$ cat src/rtl/pct_pkg.sv
`timescale 1ns/1ps
package pct_pkg;
    localparam int BYTE_W = 8;
    localparam int ADDR_W = 2;
    localparam int DB_W   = 3;

    localparam logic [ADDR_W-1:0] ADDR_VAL_HI = 2'd0;
    localparam logic [ADDR_W-1:0] ADDR_VAL_LO = 2'd1;
    localparam logic [ADDR_W-1:0] ADDR_CTL0   = 2'd2;
    localparam logic [ADDR_W-1:0] ADDR_CTL1   = 2'd3;

    localparam logic [3:0] MODE_PWM     = 4'b0011;
    localparam logic [3:0] MODE_CAPTURE = 4'b0100;
    localparam logic [3:0] MODE_CAPCMP  = 4'b1000;

    typedef enum logic [1:0] {
        ST_CMP_ON   = 2'd0,
        ST_GAP_RISE = 2'd1,
        ST_PRI_ON   = 2'd2,
        ST_GAP_FALL = 2'd3
    } db_state_e;
endpackage

$ cat src/rtl/pct_regs.sv
`timescale 1ns/1ps
module pct_regs
    import pct_pkg::*;
#(
    parameter int CNT_W = 16
) (
    input  logic                clk,
    input  logic                rst_n,
    input  logic                wr_en,
    input  logic [ADDR_W-1:0]   addr,
    input  logic [BYTE_W-1:0]   wdata,
    output logic [BYTE_W-1:0]   rdata,
    input  logic                cap_evt,
    input  logic                plain_evt,
    input  logic [CNT_W-1:0]    cap_value,
    output logic [CNT_W-1:0]    val,
    output logic [3:0]          mode,
    output logic                run_en,
    output logic                pol,
    output logic [DB_W-1:0]     db_sel
);
    localparam int HALF = CNT_W / 2;

    logic [HALF-1:0]   stage_q;
    logic [CNT_W-1:0]  val_q;
    logic [BYTE_W-2:0] ctl0_q;   // control 0 bits 7:1
    logic [BYTE_W-1:0] ctl1_q;
    logic              status_q;

    always_ff @(posedge clk or negedge rst_n) begin
        if (!rst_n) begin
            stage_q <= '0;
            ctl0_q  <= '0;
            ctl1_q  <= '0;
        end else if (wr_en) begin
            unique case (addr)
                ADDR_VAL_HI: stage_q <= wdata;
                ADDR_CTL0:   ctl0_q  <= wdata[BYTE_W-1:1];
                ADDR_CTL1:   ctl1_q  <= wdata;
                default:     ;
            endcase
        end
    end

    // capture outranks a committing low-byte write
    always_ff @(posedge clk or negedge rst_n) begin
        if (!rst_n)
            val_q <= '0;
        else if (cap_evt)
            val_q <= cap_value;
        else if (wr_en && addr == ADDR_VAL_LO)
            val_q <= {stage_q, wdata};
    end

    always_ff @(posedge clk or negedge rst_n) begin
        if (!rst_n)
            status_q <= 1'b0;
        else if (cap_evt)
            status_q <= 1'b1;
        else if (plain_evt)
            status_q <= 1'b0;
    end

    always_comb begin
        unique case (addr)
            ADDR_VAL_HI: rdata = val_q[CNT_W-1:HALF];
            ADDR_VAL_LO: rdata = val_q[HALF-1:0];
            ADDR_CTL0:   rdata = {ctl0_q, status_q};
            default:     rdata = ctl1_q;
        endcase
    end

    assign val    = val_q;
    assign mode   = {ctl0_q[BYTE_W-2], ctl1_q[2:0]};
    assign run_en = ctl1_q[BYTE_W-1];
    assign pol    = ctl1_q[BYTE_W-2];
    assign db_sel = ctl0_q[DB_W-1:0];

    a_r3_stage_holds_value: assert property (@(posedge clk) disable iff (!rst_n)
        (wr_en && addr == ADDR_VAL_HI && !cap_evt) |=> $stable(val_q));

    a_r9_status_read_only: assert property (@(posedge clk) disable iff (!rst_n)
        (wr_en && addr == ADDR_CTL0 && !cap_evt && !plain_evt) |=> $stable(status_q));

    a_r6_capture_loads: assert property (@(posedge clk) disable iff (!rst_n)
        cap_evt |=> (val_q == $past(cap_value)) && status_q);

    a_r7_plain_clears: assert property (@(posedge clk) disable iff (!rst_n)
        (plain_evt && !cap_evt) |=> !status_q);
endmodule

$ cat src/rtl/pct_counter.sv
`timescale 1ns/1ps
module pct_counter
    import pct_pkg::*;
#(
    parameter int CNT_W     = 16,
    parameter int RELOAD_AT = 40
) (
    input  logic             clk,
    input  logic             rst_n,
    input  logic             tick_en,
    input  logic             cap_in,
    input  logic             run_en,
    input  logic [3:0]       mode,
    input  logic [CNT_W-1:0] val,
    output logic             cap_evt,
    output logic             plain_evt,
    output logic [CNT_W-1:0] count,
    output logic             phase,
    output logic             irq
);
    localparam logic [CNT_W-1:0] TOP = CNT_W'(RELOAD_AT);
    localparam logic [CNT_W-1:0] ONE = CNT_W'(1);

    logic [CNT_W-1:0] cnt_q;
    logic             phase_q, cap_q, irq_q;
    logic             run_tick, at_top, hit, reload_evt, match_evt;
    logic             is_pwm, is_cap, is_capcmp;

    assign is_pwm    = (mode == MODE_PWM);
    assign is_capcmp = (mode == MODE_CAPCMP);
    assign is_cap    = (mode == MODE_CAPTURE) || is_capcmp;

    assign run_tick   = run_en & tick_en;
    assign at_top     = (cnt_q == TOP);
    assign hit        = (cnt_q == val);
    assign reload_evt = run_tick & at_top;
    assign match_evt  = is_capcmp & run_tick & hit;
    assign plain_evt  = reload_evt | match_evt;
    assign cap_evt    = run_en & is_cap & cap_in & ~cap_q;

    always_ff @(posedge clk or negedge rst_n) begin
        if (!rst_n)
            cnt_q <= ONE;
        else if (run_tick)
            cnt_q <= at_top ? ONE : cnt_q + ONE;
    end

    always_ff @(posedge clk or negedge rst_n) begin
        if (!rst_n)
            phase_q <= 1'b0;
        else if (!is_pwm || reload_evt)
            phase_q <= 1'b0;
        else if (run_en && hit)
            phase_q <= 1'b1;
    end

    always_ff @(posedge clk or negedge rst_n) begin
        if (!rst_n) begin
            cap_q <= 1'b0;
            irq_q <= 1'b0;
        end else begin
            cap_q <= cap_in;
            irq_q <= cap_evt | plain_evt;
        end
    end

    assign count = cnt_q;
    assign phase = phase_q;
    assign irq   = irq_q;

    a_r2_wrap_to_one: assert property (@(posedge clk) disable iff (!rst_n)
        (run_tick && at_top) |=> (cnt_q == ONE));

    a_r11_hold_when_off: assert property (@(posedge clk) disable iff (!rst_n)
        !run_en |=> $stable(cnt_q));

    a_r6_irq_follows_capture: assert property (@(posedge clk) disable iff (!rst_n)
        cap_evt |=> irq_q);

    a_r5_reload_clears_phase: assert property (@(posedge clk) disable iff (!rst_n)
        reload_evt |=> !phase_q);
endmodule

$ cat src/rtl/pct_deadband.sv
`timescale 1ns/1ps
module pct_deadband
    import pct_pkg::*;
(
    input  logic            clk,
    input  logic            rst_n,
    input  logic            tick_en,
    input  logic            level,
    input  logic [DB_W-1:0] db_sel,
    output logic            pri_out,
    output logic            cmp_out
);
    localparam int GAP_W = (1 << DB_W) - 1;

    db_state_e        state_q, state_d;
    logic [GAP_W-1:0] gap_q, gap_d, gap_len;
    logic             no_gap;

    assign no_gap = (db_sel == '0);

    always_comb begin
        if (no_gap)
            gap_len = '0;
        else
            gap_len = GAP_W'(1) << (db_sel - DB_W'(1));
    end

    always_ff @(posedge clk or negedge rst_n) begin
        if (!rst_n) begin
            state_q <= ST_CMP_ON;
            gap_q   <= '0;
        end else begin
            state_q <= state_d;
            gap_q   <= gap_d;
        end
    end

    always_comb begin
        state_d = state_q;
        gap_d   = gap_q;
        unique case (state_q)
            ST_CMP_ON: begin
                if (level) begin
                    if (no_gap) state_d = ST_PRI_ON;
                    else begin state_d = ST_GAP_RISE; gap_d = gap_len; end
                end
            end
            ST_GAP_RISE: begin
                if (!level) begin
                    if (no_gap) state_d = ST_CMP_ON;
                    else begin state_d = ST_GAP_FALL; gap_d = gap_len; end
                end else if (tick_en) begin
                    if (gap_q <= GAP_W'(1)) state_d = ST_PRI_ON;
                    else gap_d = gap_q - GAP_W'(1);
                end
            end
            ST_PRI_ON: begin
                if (!level) begin
                    if (no_gap) state_d = ST_CMP_ON;
                    else begin state_d = ST_GAP_FALL; gap_d = gap_len; end
                end
            end
            ST_GAP_FALL: begin
                if (level) begin
                    if (no_gap) state_d = ST_PRI_ON;
                    else begin state_d = ST_GAP_RISE; gap_d = gap_len; end
                end else if (tick_en) begin
                    if (gap_q <= GAP_W'(1)) state_d = ST_CMP_ON;
                    else gap_d = gap_q - GAP_W'(1);
                end
            end
        endcase
    end

    always_comb begin
        pri_out = (state_q == ST_PRI_ON);
        cmp_out = (state_q == ST_CMP_ON);
    end

    a_r8_rise_needs_level: assert property (@(posedge clk) disable iff (!rst_n)
        $rose(pri_out) |-> $past(level));

    a_r8_gap_after_rise: assert property (@(posedge clk) disable iff (!rst_n)
        ($rose(level) && !no_gap) |=> !pri_out && !cmp_out);

    a_r8_comp_needs_low: assert property (@(posedge clk) disable iff (!rst_n)
        $rose(cmp_out) |-> !$past(level));
endmodule

$ cat src/rtl/pwm_capture_timer.sv
`timescale 1ns/1ps
module pwm_capture_timer
    import pct_pkg::*;
#(
    parameter int CNT_W     = 16,
    parameter int RELOAD_AT = 40
) (
    input  logic              clk,
    input  logic              rst_n,
    input  logic              tick_en,
    input  logic              reg_wr,
    input  logic [ADDR_W-1:0] reg_addr,
    input  logic [BYTE_W-1:0] reg_wdata,
    output logic [BYTE_W-1:0] reg_rdata,
    input  logic              cap_in,
    output logic              pwm_out,
    output logic              pwm_out_n,
    output logic              irq
);
    logic [CNT_W-1:0] val, count;
    logic [3:0]       mode;
    logic [DB_W-1:0]  db_sel;
    logic             run_en, pol, cap_evt, plain_evt, phase;

    pct_regs #(.CNT_W(CNT_W)) u_regs (
        .clk(clk), .rst_n(rst_n), .wr_en(reg_wr), .addr(reg_addr),
        .wdata(reg_wdata), .rdata(reg_rdata), .cap_evt(cap_evt),
        .plain_evt(plain_evt), .cap_value(count), .val(val), .mode(mode),
        .run_en(run_en), .pol(pol), .db_sel(db_sel)
    );

    pct_counter #(.CNT_W(CNT_W), .RELOAD_AT(RELOAD_AT)) u_counter (
        .clk(clk), .rst_n(rst_n), .tick_en(tick_en), .cap_in(cap_in),
        .run_en(run_en), .mode(mode), .val(val), .cap_evt(cap_evt),
        .plain_evt(plain_evt), .count(count), .phase(phase), .irq(irq)
    );

    pct_deadband u_deadband (
        .clk(clk), .rst_n(rst_n), .tick_en(tick_en), .level(phase ^ pol),
        .db_sel(db_sel), .pri_out(pwm_out), .cmp_out(pwm_out_n)
    );
endmodule

$ cat config.mk
export PLATFORM = sky130hd
export DESIGN_NAME = pwm_capture_timer
export DESIGN_NICKNAME = d
export VERILOG_FILES = /design/src/rtl/pct_pkg.sv /design/src/rtl/pct_regs.sv /design/src/rtl/pct_counter.sv /design/src/rtl/pct_deadband.sv /design/src/rtl/pwm_capture_timer.sv
export SDC_FILE = /design/constraint.sdc
export NUM_CORES = 1
export LEC_CHECK = 0
export CORE_MARGIN = 3
export CORE_UTILIZATION = 30
export CTS_CLUSTER_DIAMETER = 30
export DETAILED_ROUTE_END_ITERATION = 10
export MAX_ROUTING_LAYER = met4
export PLACE_DENSITY = 0.53
export SLEW_MARGIN = 20
export SYNTH_ARGS = -nofsm -noshare
export SYNTH_HDL_FRONTEND = slang
export SYNTH_HIERARCHICAL = 1
export SYNTH_SLANG_ARGS = --single-unit
$ cat constraint.sdc
create_clock -name clk -period 2 [get_ports clk]
set_input_delay 0.3 -clock clk [delete_from_list [all_inputs] [get_ports clk]]
set_output_delay 0.3 -clock clk [all_outputs]
set_load 0.01 [all_outputs]
* Word level (Yosys, flattened, before mapping)
Cells that the tools add are included.
** Operators by class
- Reduce and logical (&&, ||, !) cells :: 16
- $add $sub $neg :: 3
- Shifts and indexed selects :: 1
- Magnitude comparators :: 1
- Equal/unequal tests :: 17
- Multiplexer cells :: 27
- Bitwise gates (word level) :: 11
** Operator list (count)
- $mux W7 :: 7
- $mux W16 :: 3
- $pmux W7 S4 :: 1
- $pmux W8 S3 :: 1
- $mux W2 :: 10
- $add A16 B1 Y16 const B :: 1
- $eq A16 B16 Y1 :: 1
- $eq A16 B6 Y1 const B :: 1
- $eq A2 B2 Y1 const B :: 4
- $pmux W2 S4 :: 1
- $reduce_and A2 Y1 :: 4
- $and A1 B1 Y1 :: 7
- $le A7 B1 Y1 const B :: 1
- $shl A1 B3 Y7 const A :: 1
- $sub A7 B1 Y7 const B :: 1
- $ne A3 B3 Y1 const B :: 2
- $reduce_and A6 Y1 :: 1
- $reduce_bool A2 Y1 :: 3
- $eq A2 B1 Y1 const B :: 2
- $eq A4 B2 Y1 const B :: 1
- $eq A4 B3 Y1 const B :: 1
- $eq A4 B4 Y1 const B :: 1
- $logic_not A2 Y1 :: 2
- $mux W1 :: 4
- 12 further kinds :: 15
** Word-level totals
- Flip-flop bits (word level) :: 68
- Word-level logic and storage cells :: 87
- Bits of input ports :: 15
- Output and inout port bits :: 11

* Logic depth before layout (Yosys ltp)
Gate-level depths: netlist of the first run.
- Depth in word-level cells :: 6
- Gate-level depth with buffers :: 8
- Depth with buffers taken out :: 8

* Hierarchy
The synthesis of the first run kept the hierarchy.
** By module, submodules not included
- pct_regs :: cells an instance 122, area an instance 2005.7 um^2, sequential area each 1001.0 um^2, instances 1
- pct_counter :: cells an instance 113, area an instance 1124.8 um^2, sequential area each 476.7 um^2, instances 1
- pct_deadband :: cells an instance 89, area an instance 790.8 um^2, sequential area each 225.2 um^2, instances 1
- pwm_capture_timer :: cells an instance 1, area an instance 8.8 um^2, sequential area each 0.0 um^2, instances 1

* Least setup slack after synthesis of the first run
No wires, ideal clock.
- Path type :: flip-flop to flip-flop
- Start point :: reg u_regs.ctl1_q[2]
- End point :: reg u_regs.val_q[10], in the netlist u_regs/val[10]
- Slack :: 0.053 ns
- Library setup time :: 0.125 ns
- Path buffers :: 3
- Data required time :: 1.875 ns
- Clock period less this slack :: 1.947 ns
- Cell stages (with the launch flop) :: 8
- Arrival :: 1.822 ns
- Cell sequence :: dfrtp_1 -> buf_4 -> xnor2_1 -> nor4_1 -> buf_6 -> buf_6 -> mux2_2 -> mux2_2
** On the way
- Word-level cells in the longest chain between the ends :: 6
- Elaborated cells on any way between the ends :: 8
- Classes of those cells :: 2 x eq/ne; 1 x mux; 3 x bitwise; 2 x reduce/logical
** Ends and longest elaborated chain
- start: declaration :: RTL line pct_regs.sv:27 : logic [BYTE_W-1:0] ctl1_q;
- start signal: assignment :: RTL line pct_regs.sv:39 : ADDR_CTL1: ctl1_q <= wdata;
- $eq A4 B3 Y1 / $eq A4 B4 Y1 (equally long branches) :: RTL line pct_counter.sv:31, pct_counter.sv:30
- $logic_or A1 B1 Y1 * :: RTL line pct_counter.sv:31 : assign is_cap = (mode == MODE_CAPTURE) || is_capcmp;
- $and A1 B1 Y1 * (3 in series) :: RTL line pct_counter.sv:39 : assign cap_evt = run_en & is_cap & cap_in & ~cap_q;
- named net cap_evt :: RTL line pwm_capture_timer.sv:23 : logic run_en, pol, cap_evt, plain_evt, phase;
- $mux W16 / $reduce_bool A2 Y1 (equally long branches)
- end signal: assignment :: RTL line pct_regs.sv:50 : val_q <= cap_value;
- end signal: assignment :: RTL line pct_regs.sv:52 : val_q <= {stage_q, wdata};
- end: declaration :: RTL line pct_regs.sv:25 : logic [CNT_W-1:0] val_q;
The timed path passes the listed nets; every way through them passes the cells marked *.
A chain may end at the register's enable or synchronous reset.

* Worst setup path in the final report of the first run
- Start point :: reg u_deadband.gap_q[4]
- End point :: reg u_deadband.gap_q[6]
** On the way
- Word-level cells in the longest chain between the ends :: 5
- Elaborated cells on any way between the ends :: 7
- Classes of those cells :: 1 x add/sub; 1 x order compare; 5 x mux
** Ends and longest elaborated chain
- start: declaration :: RTL line pct_deadband.sv:16 : logic [GAP_W-1:0] gap_q, gap_d, gap_len;
- start signal: assignment :: RTL line pct_deadband.sv:34 : gap_q <= gap_d;
- $sub A7 B1 Y7 / $le A7 B1 Y1 (equally long branches)
- $mux W7 * :: RTL line pct_deadband.sv:53, pct_deadband.sv:68
- $mux W7 * :: RTL line pct_deadband.sv:52 : end else if (tick_en) begin
- $mux W7, on equally long branches :: RTL line pct_deadband.sv:64, pct_deadband.sv:49
- $pmux W7 S4 * :: RTL line pct_deadband.sv:41 : unique case (state_q)
Every way passes the cells marked *; elsewhere a longest branch is shown, timed or not.

==> metrics.md, run 1 <==
| Metric | Value |
|---|---|
| Clock latency on the worst-skew pair | `330 ps` |
| Vias in the first global route | `2771` |
| Area Growth Syn to Fin | `23.1%` |
| Multi-input gate area | `2090 µm²` |
| Cells along the critical path | `or4_4 > o311ai_4 > o21ai_2 > a211o_1` |
| Initial Utilization | `30.9%` |
| Mean number of vias per cell | `4.95` |
| Share of layout cells above drive strength 1 | `38.1%` |
| YS warnings | `6` |
| Final slew viol count | `0` |
| DRC viols | `0` |
| Mapped Cells | `325` |
| CP top delay family | `compound AO/OA/AOI/OAI gates` |
| Avg Cell Area, Syn | `12.1 µm²` |
| Clock Sinks | `68` |
| Final GP Congestion | `0.834` |
| Hold Path Class | `input port to asynchronous set/reset pin` |
| Max VDD drop | `0.000575 V` |
| Setup crit end kind | `flip-flop` |
| Detailed-route wire length | `9.50 mm` |
| CTS Root Cell | `clkbuf_16` |
| Minimum clock period | `1910 ps` |
| Io pins | `26` |
| Rel. slew slack | `72.0%` |
| CTS Buffer Depth | `2` |
| Syn Nets | `345` |
| Critical path startpoint category | `flip-flop` |
| Post-Syn Area | `3930 µm²` |
| CTS clk-pin slew, worst paths | `50 ps` |
| Leading area contributor after synthesis | `dfrtp_1` |
| Largest net degree at the start of global routing | `69` |
| Predominant post-synthesis flop cell | `dfrtp_1` |
| Setup Crit Path Kind | `flip-flop to flip-flop` |
| Pleak | `0.00196 µW` |
| Vias post-DR | `2739` |
| Num rows | `41` |
| Avg WL per Cell | `17.2 µm` |
| Design area | `4840 µm²` |
| Die Ht | `120 µm` |
| Slowest CP cell | `or4_4` |
| TritonCTS clock tree | `yes` |
| Sequential cell area fraction in the yosys report | `43.3%` |
| Placed Area | `4530 µm²` |
| # Max-Cap Violations | `0` |
| Core region area | `12700 µm²` |
| Async SR Flop Fraction | `100%` |
| Die footprint | `14500 µm²` |
| Least-Margin Pin Slew | `420 ps` |
| DRT Pass-1 Iters | `4` |
| First-pass GRT wire length | `15.3 mm` |
| Failing checks | `negative hold slack` |
| GR Util All Layers | `13.9%` |
| Worst path bufs/invs | `0` |
| Count of final hold-check violations | `11` |
| # setup viols final | `0` |
| Ranking of synthesized cells by area | `dfrtp_1 (43%), mux2_2 (16%), xnor2_1 (5.8%)` |
| Post-synth EDFFs | `0` |
| Largest fanout on the critical path | `5` |
| Chip Width | `120 µm` |
| Final Util | `38.0%` |
| RSZ-0062 raised after global routing | `no` |
| Outcome | `finished with violations` |
| Post-DRT Antenna Nets | `0` |
| H-tree level count | `3` |
| Detailed Route Iter0 Violations | `115` |
| Synth unique cells | `62` |
| Post-route clock period utilization | `95.5%` |
| Max incr delay on CP | `590 ps` |
| Critical Path RT | `2210 ps` |
| Yosys top cell area share | `42.7%` |
| Worst path arrival time | `2120 ps` |
| Max Freq | `524 MHz` |
| Final hold slack | `-29.2 ps` |
| Post-CTS Hold Buffers | `0` |
| Reg area | `1700 µm²` |
| Initial antenna violation count | `0` |
| CTS buffer count | `9` |
| Gr ovfl total | `0` |
| Nets | `396` |
| # port buffers | `25` |
| Filler instances | `1288` |
| Diodes inserted | `0` |
| FF+latch count, synth | `68` |
| Worst Clk Skew | `9.10 ps` |
| Post-DP HPWL | `6.76 mm` |
| PwrDens | `1160 nW/µm²` |
==> synth_stat cells (all sizes together), types with 4 or more instances <==
library cell / count
xnor2: 26
nand3: 9
xor2: 5
nor4: 5
dfrtp: 67
a21oi: 5
inv: 9
buf: 16
nor3: 6
nand4: 10
nand2: 11
mux2: 57
nor2: 15
o21ai: 11
and3: 4
mux4: 8
o2bb2ai: 4
nand3b: 4
ha: 5
==> per-layer routing <==
| metal | wire length, µm | share of wire, % | up-vias | track usage [%] |
|---|---|---|---|---|
| met5 | 0 | 0 | - | - |
| met4 | 59 | 0.62 | 0 | 2.97 |
| met3 | 281 | 3.0 | 6 | 3.04 |
| met2 | 4720 | 50 | 40 | 22.7 |
| met1 | 4430 | 47 | 1399 | 17.9 |
| li1 | - | - | 1294 | - |
==> sequential cells by signal, indices dropped and copies added, names as in the netlist <==
| name | cells |
|---|---|
| u_regs/val | 16 |
| u_deadband/gap_q | 7 |
| u_regs/ctl0_q | 7 |
| u_deadband/state_q | 2 |
| u_regs/status_q | 1 |
| u_counter/count | 16 |
| u_regs/ctl1_q | 8 |
| u_counter/phase | 1 |
| u_regs/stage_q | 8 |
| u_counter/cap_q | 1 |
| u_counter/irq | 1 |
==> cells in the final DEF, fill, tap and decap left out, types with 2 or more instances in the layout <==
cell and count:
a211oi_1 3, a21oi_1 5, a32oi_1 3, and2_1 3, and3_1 3, buf_12 4, buf_2 7, buf_4 29
clkbuf_1 2, clkbuf_16 9, clkdlybuf4s50_1 15, clkinv_2 2, clkinvlp_4 2, dfrtp_1 66, ha_1 5, inv_1 9
mux2_2 56, mux4_1 4, mux4_2 4, nand2_1 10, nand3_1 7, nand3_2 2, nand3b_1 3, nand4_1 9
nor2_1 12, nor2_2 3, nor2b_1 3, nor3_1 6, nor3b_1 2, nor4_1 2, nor4_2 3, nor4b_1 2
o21ai_0 10, o2bb2ai_1 4, or2_1 2, or3_1 2, or4_4 2, xnor2_1 26, xor2_1 3, xor2_2 2
==> where the power goes <==
part	total (µW)	internal, µW	switching [µW]
Combinational	2000	1060	933
Clock	1460	869	586
Sequential	2170	1730	438
==> stage by stage <==
stage | setup TNS, ps | cells | hold WS, ps | total power (µW) | worst slack (ps)
global route | 0 | 553 | 26.8 | 5970 | 15.9
detailed placement | -5510 | 534 | 359 | 4190 | -378
CTS | -26.3 | 552 | 16.9 | 5650 | -20.4
finish | 0 | 553 | -29.2 | 5620 | 90.1
floorplan | 0 | 325 | 4.41 | 3470 | 53.4
global placement | -5310 | 534 | 361 | 4150 | -346
==> path summary, 6_finish.rpt <==
check / startpoint / end / slack [ps] / cells after the start
max: u_deadband/gap_q[4]$_DFFE_PN0P_ / u_deadband/gap_q[6]$_DFFE_PN0P_ / 90 / 4
max reg2reg: u_deadband/gap_q[4]$_DFFE_PN0P_ / u_deadband/gap_q[6]$_DFFE_PN0P_ / 90 / 4
min reg2reg: u_regs/ctl0_q[3]$_DFFE_PN0P_ / u_regs/ctl0_q[3]$_DFFE_PN0P_ / 500 / 1
max in group asynchronous: rst_n / u_counter/count[0]$_DFFE_PN1P_ / 1660 / 2
min: rst_n / u_deadband/gap_q[4]$_DFFE_PN0P_ / -30 / 2
min in group clk: cap_in / u_counter/cap_q$_DFF_PN0_ / 450 / 1
==> area by class of cell <==
cell class / count / share of cell area, %
clock buffer: 12 / 5.09
sequential: 68 / 35.2
clock inverter: 4 / 0.517
inverter: 9 / 0.698
tap: 172 / 4.45
timing repair buffer: 59 / 10.9
multi-input combinational: 229 / 43.1
==> cells by family after synthesis <==
kind of cell | Yosys count | synth area share, %
XOR/XNOR | 31 | 6.91
AO/OA/AOI/OAI | 41 | 8.31
AND/OR/NAND/NOR | 86 | 13.5
adder cells (fa/ha/maj) | 6 | 1.85
flip-flops | 68 | 43.3
buffers and inverters | 28 | 4.43
multiplexers | 65 | 21.7
==> what timing repair did <==
item,in CTS,in global routing
buffers inserted,2,1
gates resized for setup,35,7
endpoints found under the setup margin,10,30
cloned,0,0
pin swaps,1,1
(Power assumes the default switching activity.)
==> inputs of run 2 (changes only) <==
- CTS_BUF_LIST: default -> sky130_fd_sc_hd__clkbuf_4
==> metrics.md, run 2 (synthesized netlist as in run 1, its figures left out) <==
| Metric | Value |
|---|---|
| Final hold slack | `360 ps` |
| DRC viols | `0` |
| Clock latency on the worst-skew pair | `410 ps` |
| Most common cell after layout, fill and taps aside | `dfrtp_1` |
| Avg WL per Cell | `17.1 µm` |
| H-tree level count | `3` |
| Outcome | `complete, no violations` |
| Least-Margin Pin Slew | `382 ps` |
| Chip Width | `120 µm` |
| Io pins | `26` |
| DRT Pass-1 Iters | `4` |
| TritonCTS clock tree | `yes` |
| Mean number of vias per cell | `5.00` |
| Diodes inserted | `0` |
| Nets | `399` |
| Final slew viol count | `0` |
| Design area | `4700 µm²` |
| Post-DP HPWL | `6.76 mm` |
| Gr ovfl total | `0` |
| Setup ws final | `71.6 ps` |
| Largest net degree at the start of global routing | `69` |
| Detailed Route Iter0 Violations | `147` |
| Minimum clock period | `1930 ps` |
| Placed Area | `4530 µm²` |
| RSZ-0062 raised after global routing | `no` |
| Die Ht | `120 µm` |
| Num rows | `41` |
| CTS clk-pin slew, worst paths | `100 ps` |
| Count of final hold-check violations | `0` |
| CTS Root Cell | `clkbuf_4` |
| Initial Utilization | `30.9%` |
| # port buffers | `25` |
| Critical Path RT | `2290 ps` |
| Reg-to-reg slack, setup | `70 ps` |
| Detailed-route wire length | `9.51 mm` |
| Max VDD drop | `0.000445 V` |
| Rel. slew slack | `74.3%` |
| Post-route clock period utilization | `96.4%` |
| Setup Crit Path Kind | `flip-flop to flip-flop` |
| Initial antenna violation count | `0` |
| Pleak | `0.00190 µW` |
| Pre-CTS setup slack | `-378 ps` |
| Clock Sinks | `68` |
| Worst Clk Skew | `15.3 ps` |
| CTS buffer count | `9` |
| Critical path startpoint category | `flip-flop` |
| Share of layout cells above drive strength 1 | `38.8%` |
| Hold Path Class | `input port to flip-flop` |
| Die footprint | `14500 µm²` |
| PwrDens | `1060 nW/µm²` |
| # setup viols final | `0` |
| Final GP Congestion | `0.834` |
| Final Util | `37.0%` |
| Vias post-DR | `2778` |
| Max Freq | `519 MHz` |
| Setup crit end kind | `flip-flop` |
| Area Growth Syn to Fin | `19.7%` |
| # Max-Cap Violations | `0` |
| Worst path arrival time | `2220 ps` |
| Core region area | `12700 µm²` |
| First-pass GRT wire length | `15.3 mm` |
| Most frequent cells in the layout | `dfrtp_1 (66), mux2_2 (56), buf_4 (31)` |
| Largest fanout on the critical path | `5` |
| Vias in the first global route | `2757` |
| GR Util All Layers | `13.9%` |
| Post-DRT Antenna Nets | `0` |
| CTS Buffer Depth | `2` |
| Filler instances | `1306` |
run 2: metrics by stage:
stage          cells  setup TNS (ps)  power (µW)
2_1_floorplan    325               0        3470
3_3_place_gp     534           -5310        4150
3_5_place_dp     534           -5510        4190
4_1_cts          553           -87.8        4970
5_1_grt          556               0        5330
6_report         556               0        4970
run 2: worst max-delay path, stage by stage (launching register included):
cell and delay, ps:
dfrtp_1 400, or4_4 580, o311ai_4 440, o21ai_2 110, a211o_1 290
run 2: final cells by class:
class | instances | area [µm²] | area share (%)
flip-flops and latches | 68 | 1710 | 36.3
inverters | 9 | 33.8 | 0.718
well taps | 172 | 215 | 4.58
clock inverters | 5 | 28.8 | 0.612
repair buffers | 62 | 553 | 11.8
clock buffers | 11 | 82.6 | 1.76
multi-input cells | 229 | 2080 | 44.3
run 2: final timing paths:
| check | start | to | cells after the start |
|---|---|---|---|
| max | u_deadband/gap_q[4]$_DFFE_PN0P_ | u_deadband/gap_q[6]$_DFFE_PN0P_ | 4 |
| min | cap_in | u_counter/cap_q$_DFF_PN0_ | 1 |
| max reg2reg | u_deadband/gap_q[4]$_DFFE_PN0P_ | u_deadband/gap_q[6]$_DFFE_PN0P_ | 4 |
| min reg2reg | u_regs/ctl0_q[3]$_DFFE_PN0P_ | u_regs/ctl0_q[3]$_DFFE_PN0P_ | 1 |
| max in group asynchronous | rst_n | u_counter/count[0]$_DFFE_PN1P_ | 3 |
| min in group asynchronous | rst_n | u_regs/ctl0_q[0]$_DFFE_PN0P_ | 3 |
run 2: power by group:
group / internal (µW) / switching (µW)
combinational: 1080 / 987
sequential: 1730 / 398
clock: 276 / 504
run 2: what timing repair did:
item	in CTS	in global routing
endpoints found under the setup margin	12	31
pin swaps	1	1
hold endpoints to repair	67	0
gates resized for setup	34	10
hold buffers	1	0
buffers inserted	2	3
run 2: per-layer routing:
layer	global-route usage (%)	wire (µm)
met1	17.9	4320
met4	2.97	59
met2	22.7	4770
met5	-	0
met3	3.04	360
==> inputs of run 3 (changes only) <==
- SETUP_SLACK_MARGIN: default -> 0.15
- TNS_END_PERCENT: default -> 5
==> metrics.md, run 3 (synthesized netlist as in run 1, its figures left out) <==
| Metric | Value |
|---|---|
| Clock Sinks | `68` |
| Diodes inserted | `0` |
| Worst min-delay path startpoint | `cap_in` |
| TritonCTS clock tree | `yes` |
| Hold Crit Endpoint | `u_counter/cap_q$_DFF_PN0_` |
| Slowest CP cell | `or4_4` |
| Most frequent cells in the layout | `dfrtp_1 (63), mux2_2 (56), buf_4 (50)` |
| Initial Utilization | `30.9%` |
| CTS Buffer Depth | `2` |
| Initial antenna violation count | `0` |
| Combinational power share | `44.0%` |
| Reg-to-reg endpoint | `u_deadband/gap_q[6]$_DFFE_PN0P_` |
| Critical Path RT | `2330 ps` |
| Rel. slew slack | `74.1%` |
| Minimum clock period | `1860 ps` |
| Cell Count, Final, Fillers Out | `577` |
| Cells after DPL | `537` |
| Max VDD drop | `0.000469 V` |
| # Max-Cap Violations | `0` |
| Final slew viol count | `0` |
| CTS Root Cell | `clkbuf_4` |
| Most common cell after layout, fill and taps aside | `dfrtp_1` |
| GR Util All Layers | `14.5%` |
| Nets | `420` |
| Mean number of vias per cell | `4.88` |
| Setup Crit Path Kind | `flip-flop to flip-flop` |
| Worst r2r src | `u_deadband/gap_q[5]$_DFFE_PN0P_` |
| Num rows | `41` |
| Worst path bufs/invs | `0` |
| Count of final hold-check violations | `0` |
| Largest fanout on the critical path | `5` |
| Clock latency on the worst-skew pair | `420 ps` |
| Least-Margin Pin Slew | `389 ps` |
| Cells along the critical path | `or4_4 > o311ai_4 > o21ai_2 > a211o_1` |
| Clk pwr share | `17.6%` |
| CP top delay family | `compound AO/OA/AOI/OAI gates` |
| Critical path origin | `u_deadband/gap_q[5]$_DFFE_PN0P_` |
| Largest net degree at the start of global routing | `69` |
| Critical path startpoint category | `flip-flop` |
| Core region area | `12700 µm²` |
| Final GP Congestion | `0.911` |
| Worst reg2reg path depth | `4` |
| Hold Path Class | `input port to flip-flop` |
| Vias post-DR | `2815` |
| Gr ovfl total | `0` |
| Worst Clk Skew | `19.5 ps` |
| Share of layout cells above drive strength 1 | `43.0%` |
| Post-route clock period utilization | `93.0%` |
| Reg-to-reg slack, setup | `140 ps` |
| Final hold slack | `338 ps` |
| # port buffers | `25` |
| First-pass GRT wire length | `15.9 mm` |
| Outcome | `complete, no violations` |
| Io pins | `26` |
| Area Growth Syn to Fin | `24.9%` |
| Detailed-route wire length | `9.81 mm` |
| Post-DRT Antenna Nets | `0` |
| Post-DP HPWL | `7.07 mm` |
| Pleak | `0.00202 µW` |
| Chip Width | `120 µm` |
| Switch share | `36.3%` |
| Filler instances | `1291` |
| Hold path depth | `1` |
| # setup viols final | `0` |
| Die footprint | `14500 µm²` |
| Vias in the first global route | `2900` |
| Avg WL per Cell | `17.0 µm` |
| Detailed Route Iter0 Violations | `164` |
| Overall Power | `5310 µW` |
| CTS clk-pin slew, worst paths | `120 ps` |
| PwrDens | `1080 nW/µm²` |
| H-tree level count | `3` |
| Sw power | `1930 µW` |
| Flop pwr share | `38.3%` |
| RSZ-0062 raised after global routing | `yes` |
| CTS buffer count | `9` |
| Die Ht | `120 µm` |
| Max Freq | `537 MHz` |
| Internal power | `3390 µW` |
| Max incr delay on CP | `540 ps` |
| DRT Pass-1 Iters | `4` |
| DRC viols | `0` |
| Worst path arrival time | `2190 ps` |
| Setup crit end kind | `flip-flop` |
## run 3: final cells by class
type	instances	area [µm²]	area share, %
sequential	68	1710	34.8
inverter	9	33.8	0.688
clock inverter	4	50.0	1.02
clock buffer	12	90.1	1.83
tap	172	215	4.38
multi-input combinational	229	2090	42.6
timing repair buffer	83	719	14.7
## run 3: how the worst max path moves through the flow
stage,endpoint,slack (ps),cells after the start
after CTS,u_deadband/gap_q[5]$_DFFE_PN0P_,100,6
after detailed placement,reg_rdata[6],-340,4
after global routing,u_regs/val[13]$_DFFE_PN0P_,70,5
after global placement,reg_rdata[7],-350,4
after floorplan,u_regs/val[10]$_DFFE_PN0P_,120,7
final,u_deadband/gap_q[6]$_DFFE_PN0P_,140,4
## run 3: through the flow
| stage | instance area, µm² | TNS, ps | setup slack (ps) | utilization [%] |
|---|---|---|---|---|
| 2_1_floorplan | 3940 | 0 | 116 | - |
| 3_3_place_gp | 4560 | -3510 | -354 | 35.8 |
| 3_5_place_dp | 4560 | -3700 | -345 | 35.8 |
| 4_1_cts | 4830 | 0 | 98.6 | 38.0 |
| 5_1_grt | 4910 | 0 | 65.1 | 38.6 |
| 6_report | 4910 | 0 | 139 | 38.6 |
## run 3: what timing repair did
action / CTS / global route
cloned: 0 / 0
hold buffers: 1 / 0
setup buffers: 18 / 5
endpoints found under the setup margin: 18 / 37
pin swaps: 0 / 3
hold endpoints to repair: 67 / 0
resized for setup: 39 / 10
## run 3: power by group through the flow
stage / registers, µW / clock network (µW) / logic (µW)
floorplan: 1990 / 0 / 1480
global placement: 2160 / 0 / 2050
detailed placement: 2160 / 0 / 2060
CTS: 2030 / 982 / 2320
global route: 2080 / 1030 / 2550
finish: 2040 / 938 / 2340
## run 3: worst register-to-register path: cells and delay by family (launching register included)
family          cells  cell delay (ps)
compound gates      3              800
flops               1              440
simple gates        1              540
## run 3: routing by layer
layer	track usage [%]	part of all wire (%)	vias up
met1	18.1	45	1404
met2	24.0	50	55
met5	-	0	-
met4	4.18	1.8	0
met3	3.04	3.8	12
li1	-	-	1344
